[src/rtl/mmio_q_pkg.sv]
package mmio_q_pkg;
  // Which pipe supplies the first enqueue slot of a display queue
  typedef enum logic {
    SEL_A = 1'b0,
    SEL_B = 1'b1
  } slot_sel_e;
endpackage

[src/rtl/mmio_store_steer.sv]
module mmio_store_steer
  import mmio_q_pkg::*;
#(
  parameter int NUM_DEV = 4,
  localparam int DEV_W  = (NUM_DEV > 1) ? $clog2(NUM_DEV) : 1
) (
  input  logic             clk_i,
  input  logic             rst_ni,
  input  logic             accept_i,
  input  logic             a_valid_i,
  input  logic [DEV_W-1:0] a_dev_i,
  input  logic             b_valid_i,
  input  logic [DEV_W-1:0] b_dev_i,
  output logic [1:0]       push_n_o   [NUM_DEV],
  output slot_sel_e        first_sel_o[NUM_DEV]
);
  for (genvar d = 0; d < NUM_DEV; d++) begin : g_dev
    logic hit_a, hit_b;
    assign hit_a = accept_i && a_valid_i && (a_dev_i == DEV_W'(d));
    assign hit_b = accept_i && b_valid_i && (b_dev_i == DEV_W'(d));
    assign push_n_o[d]    = {1'b0, hit_a} + {1'b0, hit_b};
    assign first_sel_o[d] = hit_a ? SEL_A : SEL_B;

    // a paired push always places pipe A first
    assert_pair_order_R2: assert property (@(posedge clk_i) disable iff (!rst_ni)
      (push_n_o[d] == 2'd2) |-> (first_sel_o[d] == SEL_A));
    // nothing is steered while the pipes are stalled
    assert_stall_drop_R7: assert property (@(posedge clk_i) disable iff (!rst_ni)
      !accept_i |-> (push_n_o[d] == 2'd0));
  end
endmodule

[src/rtl/mmio_dev_queue.sv]
module mmio_dev_queue
  import mmio_q_pkg::*;
#(
  parameter int DATA_W = 32,
  parameter int DEPTH  = 4,
  localparam int PW    = $clog2(DEPTH),
  localparam int CW    = $clog2(DEPTH + 1)
) (
  input  logic              clk_i,
  input  logic              rst_ni,
  input  logic [1:0]        push_n_i,
  input  slot_sel_e         first_sel_i,
  input  logic [DATA_W-1:0] a_data_i,
  input  logic [DATA_W-1:0] b_data_i,
  output logic [CW-1:0]     count_o,
  output logic [DATA_W-1:0] youngest_o,
  output logic [DATA_W-1:0] dev_data_o
);
  logic [DATA_W-1:0] mem_q [DEPTH];
  logic [PW-1:0]     rd_ptr_q, wr_ptr_q;
  logic [CW-1:0]     count_q;
  logic [DATA_W-1:0] dev_q;
  logic [DATA_W-1:0] slot0_data;
  logic              pop;

  assign slot0_data = (first_sel_i == SEL_A) ? a_data_i : b_data_i;
  assign pop        = (count_q != '0);

  always_ff @(posedge clk_i or negedge rst_ni) begin
    if (!rst_ni) begin
      for (int i = 0; i < DEPTH; i++) mem_q[i] <= '0;
      rd_ptr_q <= '0;
      wr_ptr_q <= '0;
      count_q  <= '0;
      dev_q    <= '0;
    end else begin
      if (push_n_i != 2'd0) mem_q[wr_ptr_q] <= slot0_data;
      if (push_n_i == 2'd2) mem_q[wr_ptr_q + PW'(1)] <= b_data_i;
      wr_ptr_q <= wr_ptr_q + PW'(push_n_i);
      if (pop) begin
        dev_q    <= mem_q[rd_ptr_q];
        rd_ptr_q <= rd_ptr_q + PW'(1);
      end
      count_q <= count_q + CW'(push_n_i) - CW'(pop);
    end
  end

  assign count_o    = count_q;
  assign youngest_o = mem_q[wr_ptr_q - PW'(1)];
  assign dev_data_o = dev_q;

  // pushes only arrive while at least two slots are free
  assert_no_overflow_R6: assert property (@(posedge clk_i) disable iff (!rst_ni)
    (push_n_i != 2'd0) |-> (count_q <= CW'(DEPTH - 2)));
  // without pushes, a non-empty queue shrinks by exactly one
  assert_drain_one_R3: assert property (@(posedge clk_i) disable iff (!rst_ni)
    (count_q != '0 && push_n_i == 2'd0) |=> (count_q == $past(count_q) - CW'(1)));
  // an empty queue leaves the display register alone
  assert_empty_hold_R3: assert property (@(posedge clk_i) disable iff (!rst_ni)
    (count_q == '0) |=> $stable(dev_q));
endmodule

[src/rtl/mmio_store_queue.sv]
module mmio_store_queue
  import mmio_q_pkg::*;
#(
  parameter int NUM_DEV = 4,
  parameter int DATA_W  = 32,
  parameter int DEPTH   = 4,
  localparam int DEV_W  = (NUM_DEV > 1) ? $clog2(NUM_DEV) : 1,
  localparam int CW     = $clog2(DEPTH + 1)
) (
  input  logic                      clk_i,
  input  logic                      rst_ni,
  input  logic                      st_a_valid_i,
  input  logic [DEV_W-1:0]          st_a_dev_i,
  input  logic [DATA_W-1:0]         st_a_data_i,
  input  logic                      st_b_valid_i,
  input  logic [DEV_W-1:0]          st_b_dev_i,
  input  logic [DATA_W-1:0]         st_b_data_i,
  input  logic [DEV_W-1:0]          rd_dev_i,
  output logic [DATA_W-1:0]         rd_data_o,
  output logic                      full_o,
  output logic [NUM_DEV*DATA_W-1:0] dev_data_o
);
  logic [1:0]        push_n   [NUM_DEV];
  slot_sel_e         first_sel[NUM_DEV];
  logic [CW-1:0]     count    [NUM_DEV];
  logic [DATA_W-1:0] youngest [NUM_DEV];
  logic [DATA_W-1:0] dev_val  [NUM_DEV];
  logic [NUM_DEV-1:0] tight;

  mmio_store_steer #(.NUM_DEV(NUM_DEV)) u_steer (
    .clk_i      (clk_i),
    .rst_ni     (rst_ni),
    .accept_i   (!full_o),
    .a_valid_i  (st_a_valid_i),
    .a_dev_i    (st_a_dev_i),
    .b_valid_i  (st_b_valid_i),
    .b_dev_i    (st_b_dev_i),
    .push_n_o   (push_n),
    .first_sel_o(first_sel)
  );

  for (genvar d = 0; d < NUM_DEV; d++) begin : g_q
    mmio_dev_queue #(.DATA_W(DATA_W), .DEPTH(DEPTH)) u_q (
      .clk_i      (clk_i),
      .rst_ni     (rst_ni),
      .push_n_i   (push_n[d]),
      .first_sel_i(first_sel[d]),
      .a_data_i   (st_a_data_i),
      .b_data_i   (st_b_data_i),
      .count_o    (count[d]),
      .youngest_o (youngest[d]),
      .dev_data_o (dev_val[d])
    );
    assign tight[d] = (count[d] > CW'(DEPTH - 2));
    assign dev_data_o[d*DATA_W +: DATA_W] = dev_val[d];
  end

  assign full_o = |tight;

  always_comb begin
    rd_data_o = '0;
    for (int d = 0; d < NUM_DEV; d++) begin
      if (rd_dev_i == DEV_W'(d))
        rd_data_o = (count[d] != '0) ? youngest[d] : dev_val[d];
    end
  end

  // an idle display reads back its register
  assert_read_idle_R4: assert property (@(posedge clk_i) disable iff (!rst_ni)
    (count[rd_dev_i] == '0) |-> (rd_data_o == dev_val[rd_dev_i]));
  // occupancy never exceeds depth
  assert_depth_bound_R6: assert property (@(posedge clk_i) disable iff (!rst_ni)
    (count[rd_dev_i] <= CW'(DEPTH)));
endmodule

[config.mk]
export PLATFORM = sky130hd
export DESIGN_NAME = mmio_store_queue
export DESIGN_NICKNAME = d
export VERILOG_FILES = /design/src/rtl/mmio_q_pkg.sv /design/src/rtl/mmio_store_steer.sv /design/src/rtl/mmio_dev_queue.sv /design/src/rtl/mmio_store_queue.sv
export SDC_FILE = /design/constraint.sdc
export NUM_CORES = 2
export LEC_CHECK = 0
export BUFFER_PORTS_ARGS = -buffer_cell sky130_fd_sc_hd__buf_2
export CAP_MARGIN = 20
export CORE_ASPECT_RATIO = 1.5
export CORE_MARGIN = 10
export CORE_UTILIZATION = 57
export DETAILED_ROUTE_END_ITERATION = 12
export PLACE_DENSITY = 0.79
export SLEW_MARGIN = 25
export SYNTH_ARGS = -nofsm -noshare
export SYNTH_HDL_FRONTEND = slang
export SYNTH_SLANG_ARGS = --single-unit
[constraint.sdc]
create_clock -name clk_i -period 6.63 [get_ports clk_i]
set_clock_uncertainty 0.15 [all_clocks]
set_input_delay 0.663 -clock clk_i [delete_from_list [all_inputs] [get_ports clk_i]]
set_output_delay 0.663 -clock clk_i [all_outputs]
set_load 0.005 [all_outputs]
==> results.tsv <==
stage	metric	value	unit
status	status	complete, no violations	
drt	DRC errors left	0	
drt	Antenna Nets Post-Route	0	
critical_path	Crit-path slowest cell	nor2b_2	
clock_tree	Worst-path clk slew	0.07	ns
cells_and_area	Layout Cells excl Fill	5499	
critical_path	worst path bufs/invs	2	
yosys	sequential fraction of the synthesis area	0.366	
yosys	Top FF cell, synth	dfrtp_1	
power	Pwr Density	345	mW/mm²
cells_and_area	Final nets	4548	
critical_path	Most Frequent Cell on Critical Path	nor2b_2	
placed_design	post-placement cell count	5375	
critical_path	CP delay by family, top	simple AND/OR/NAND/NOR gates	
timing	Pins Over Slew Limit	0	
placed_design	RD Place Congestion	0.938	
cells_and_area	fin area	0.0486	mm²
cells_and_area	layout cells sized above 1	0.180	
drt	drt wl/cell	33.3	µm
critical_path	Crit Path Class	register to register	
drt	Starting DRT DRC Count	9968	
floorplanning	Die ar.	0.0921	mm²
clock_tree	CTS tree	done	
placed_design	area post-placement	0.0464	mm²
clock_tree	Worst-Skew Late Latency	0.64	ns
critical_path	crit path launch type	register	
yosys	largest family of logic cells by synthesized area	compound AO/OA/AOI/OAI gates	
yosys	syn nets	4889	
timing	Slew @ Worst Pin	1.33	ns
timing	final period demand of the worst path	5.10	ns
clock_tree	clock sinks	668	
drt	DRT Pass-1 Iters	8	
min_path	HP Class	register to register	
clock_tree	TritonCTS buffer count	68	
drt	Vias	45700	
critical_path	CP required	7.02	ns
timing	setup TNS	0	ns
clock_tree	CTS max path bufs	3	
run	Max Cap Viol	0	
clock_tree	Clock Tree Root	clkbuf_16	
yosys	Yosys cell types	46	
timing	Slew HR	0.112	
placed_design	# port buffers	234	
drt	vias per inst	8.31	
yosys	Synth Instances	4755	
yosys	mux cell area share after synthesis	0.130	
power	Lkg Pwr	18.7	nW
yosys	Synth Area in XOR/XNOR	0.00537	
yosys	post-synthesis adder-cell area fraction	0.0171	
power	maximum VDD drop	0.238	mV
global_route	GRT Residual Overflow	0	
global_route	initial antenna violation count	17	
cells_and_area	final core occ	0.609	
global_route	vias in the first global route	44400	
cells_and_area	Syn-to-layout area delta	6.40	%
yosys	mean area per synthesized cell	9.60	µm²
floorplanning	Die Ht	367	µm
yosys	ys async rst share	1.00	
yosys	Mapped Area	0.0457	mm²
critical_path	worst-path fanout max	49	
floorplanning	Site Rows	127	
timing	Final setup viols	0	
critical_path	Worst Setup End Kind	register	
yosys	post-synthesis simple-gate area fraction	0.173	
floorplanning	Die Wd	251	µm
timing	fin crit share	0.770	
critical_path	critical path's largest stage delay	0.81	ns
yosys	number of synthesized register bits	668	
yosys	compound-cell area share of the yosys netlist	0.238	
floorplanning	Initial Util	0.572	
critical_path	Arrival @ worst endpoint	5.49	ns
critical_path	reg2reg setup slack	1.53	ns
global_route	pin count of the biggest net entering global routing	210	
yosys	yosys synthesis warning count	0	
drt	drt total wl	183	mm
clock_tree	H-tree lvl count	3	
yosys	Post-synth EDFFs	0	
placed_design	Detailed Place HPWL	110	mm
timing	FMAX	196	MHz
floorplanning	IO Pins	235	
critical_path	worst path cell trace	nor4_4 > nand4_4 > nor3_2 > clkinv_2 > ha_1 > nor2b_2 > nor2b_2 > buf_12 > nand2_1 > o211ai_1	
timing	Final Hold Fails	0	
timing	unrepaired setup endpoints after global routing	false	
floorplanning	core box area	0.0798	mm²
timing	Min Hold Slack	0.338	ns
global_route	first-pass GRT wire length	277	mm
global_route	Global Route Usage Sum	0.385	
path summary, 6_finish.rpt:
kind | start | to | cells after the start
worst max-delay path | g_q[2].u_q.count_o[2] | g_q[0].u_q.mem_q[113] | 10
worst min-delay path | g_q[1].u_q.dev_data_o[30] | g_q[1].u_q.dev_data_o[30] | 2
worst max register to register | g_q[2].u_q.count_o[2] | g_q[0].u_q.mem_q[113] | 10
worst min register to register | g_q[1].u_q.dev_data_o[30] | g_q[1].u_q.dev_data_o[30] | 2
max in group asynchronous | rst_ni | g_q[0].u_q.rd_ptr_q[0] | 3
min in group asynchronous | rst_ni | g_q[3].u_q.mem_q[37] | 2
worst register-to-register path: stages, from the launching register on:
cell and delay, ns:
dfrtp_1 0.46, nor4_4 0.41, nand4_4 0.53, nor3_2 0.42, clkinv_2 0.66, ha_1 0.59
nor2b_2 0.44, nor2b_2 0.81, buf_12 0.27, nand2_1 0.09, o211ai_1 0.20
metal layers:
metal / up-vias / part of all wire / global-route usage
li1: 18000 / - / -
met1: 21900 / 0.32 / 0.465
met2: 4533 / 0.43 / 0.567
met3: 1228 / 0.15 / 0.130
met4: 30 / 0.085 / 0.281
met5: - / 0.0013 / 0.00211
where the power goes:
part           switching [W]  internal [W]  leakage, nW
Sequential           0.00116       0.00516         9.12
Combinational        0.00358       0.00286         8.48
Clock                0.00178       0.00222         1.07
cells in the mapped netlist, drive strengths merged (56+ instances only):
| master | count | area, µm² |
|---|---|---|
| buf | 120 | 624 |
| or4 | 128 | 961 |
| dfrtp | 668 | 16700 |
| o311ai | 128 | 1120 |
| a22oi | 270 | 2030 |
| clkbuf | 651 | 2440 |
| o211ai | 256 | 1920 |
| ha | 56 | 701 |
| a311o | 256 | 2560 |
| nor4 | 258 | 1630 |
| mux4 | 256 | 5770 |
| a21oi | 65 | 325 |
| nand2 | 723 | 2710 |
| a22o | 256 | 2240 |
| nand3 | 386 | 1930 |
cells in the final DEF (no fill, tap or decap), types with 10 or more instances in the layout:
cell / netlist / layout
a21o_1: 10 / 10
a21oi_1: 65 / 65
a22o_1: 256 / 256
a22oi_1: 270 / 270
a311o_1: 256 / 256
a32oi_1: 45 / 45
and2_1: 28 / 28
and3_1: 10 / 10
buf_2: 61 / 230
buf_4: 0 / 117
clkbuf_1: 651 / 16
clkbuf_16: 0 / 71
clkbuf_8: 0 / 13
clkinv_2: 0 / 10
dfrtp_1: 668 / 660
ha_1: 56 / 56
inv_1: 36 / 31
mux2_2: 14 / 14
mux4_2: 256 / 256
nand2_1: 723 / 713
nand2_2: 0 / 10
nand3_1: 386 / 386
nor2_2: 0 / 18
nor2b_4: 0 / 12
nor3b_1: 10 / 10
nor4_1: 257 / 256
o211ai_1: 256 / 256
o311ai_0: 48 / 48
o311ai_1: 80 / 80
o32ai_1: 10 / 10
or4_1: 128 / 128
xnor2_1: 23 / 23
area by class of cell:
cell class,instances,area [µm²]
clock inverters,14,158
flip-flops and latches,668,16700
diodes,9,22.5
well taps,1032,1290
fillers,6555,31200
multi-input cells,3278,26000
clock buffers,100,2020
repair buffers,360,2240
inverters,38,156
metrics by stage:
step	total power (W)	worst slack (ns)
after global routing	0.0173	1.24
after detailed placement	0.0125	1.73
after floorplan	0.0102	2.86
final	0.0168	1.53
after global placement	0.0124	1.85
after CTS	0.0165	1.69
flip-flops by register name (all words and copies together) (netlist names):
signal / flops
g_q.u_q.mem_q: 512
g_q.u_q.dev_data_o: 128
g_q.u_q.count_o: 12
g_q.u_q.rd_ptr_q: 8
g_q.u_q.wr_ptr_q: 8
timing repair:
action	4_1_cts	5_1_grt
hold buffers	1	0
setup buffers	0	0
resized for setup	0	0
hold endpoints to repair	39	0
cells by family (layout without fill, tap and decap cells):
family                     Yosys count  count (layout)
and+or+nand+nor                   1605            1605
adders and majority gates           60              60
AOI/OAI and AO/OA                 1315            1315
buffers and inverters              809             512
muxes                              270             270
other                                0               9
DFF                                668             668
xor gates and xnor gates            28              28
(Power assumes the default switching activity.)
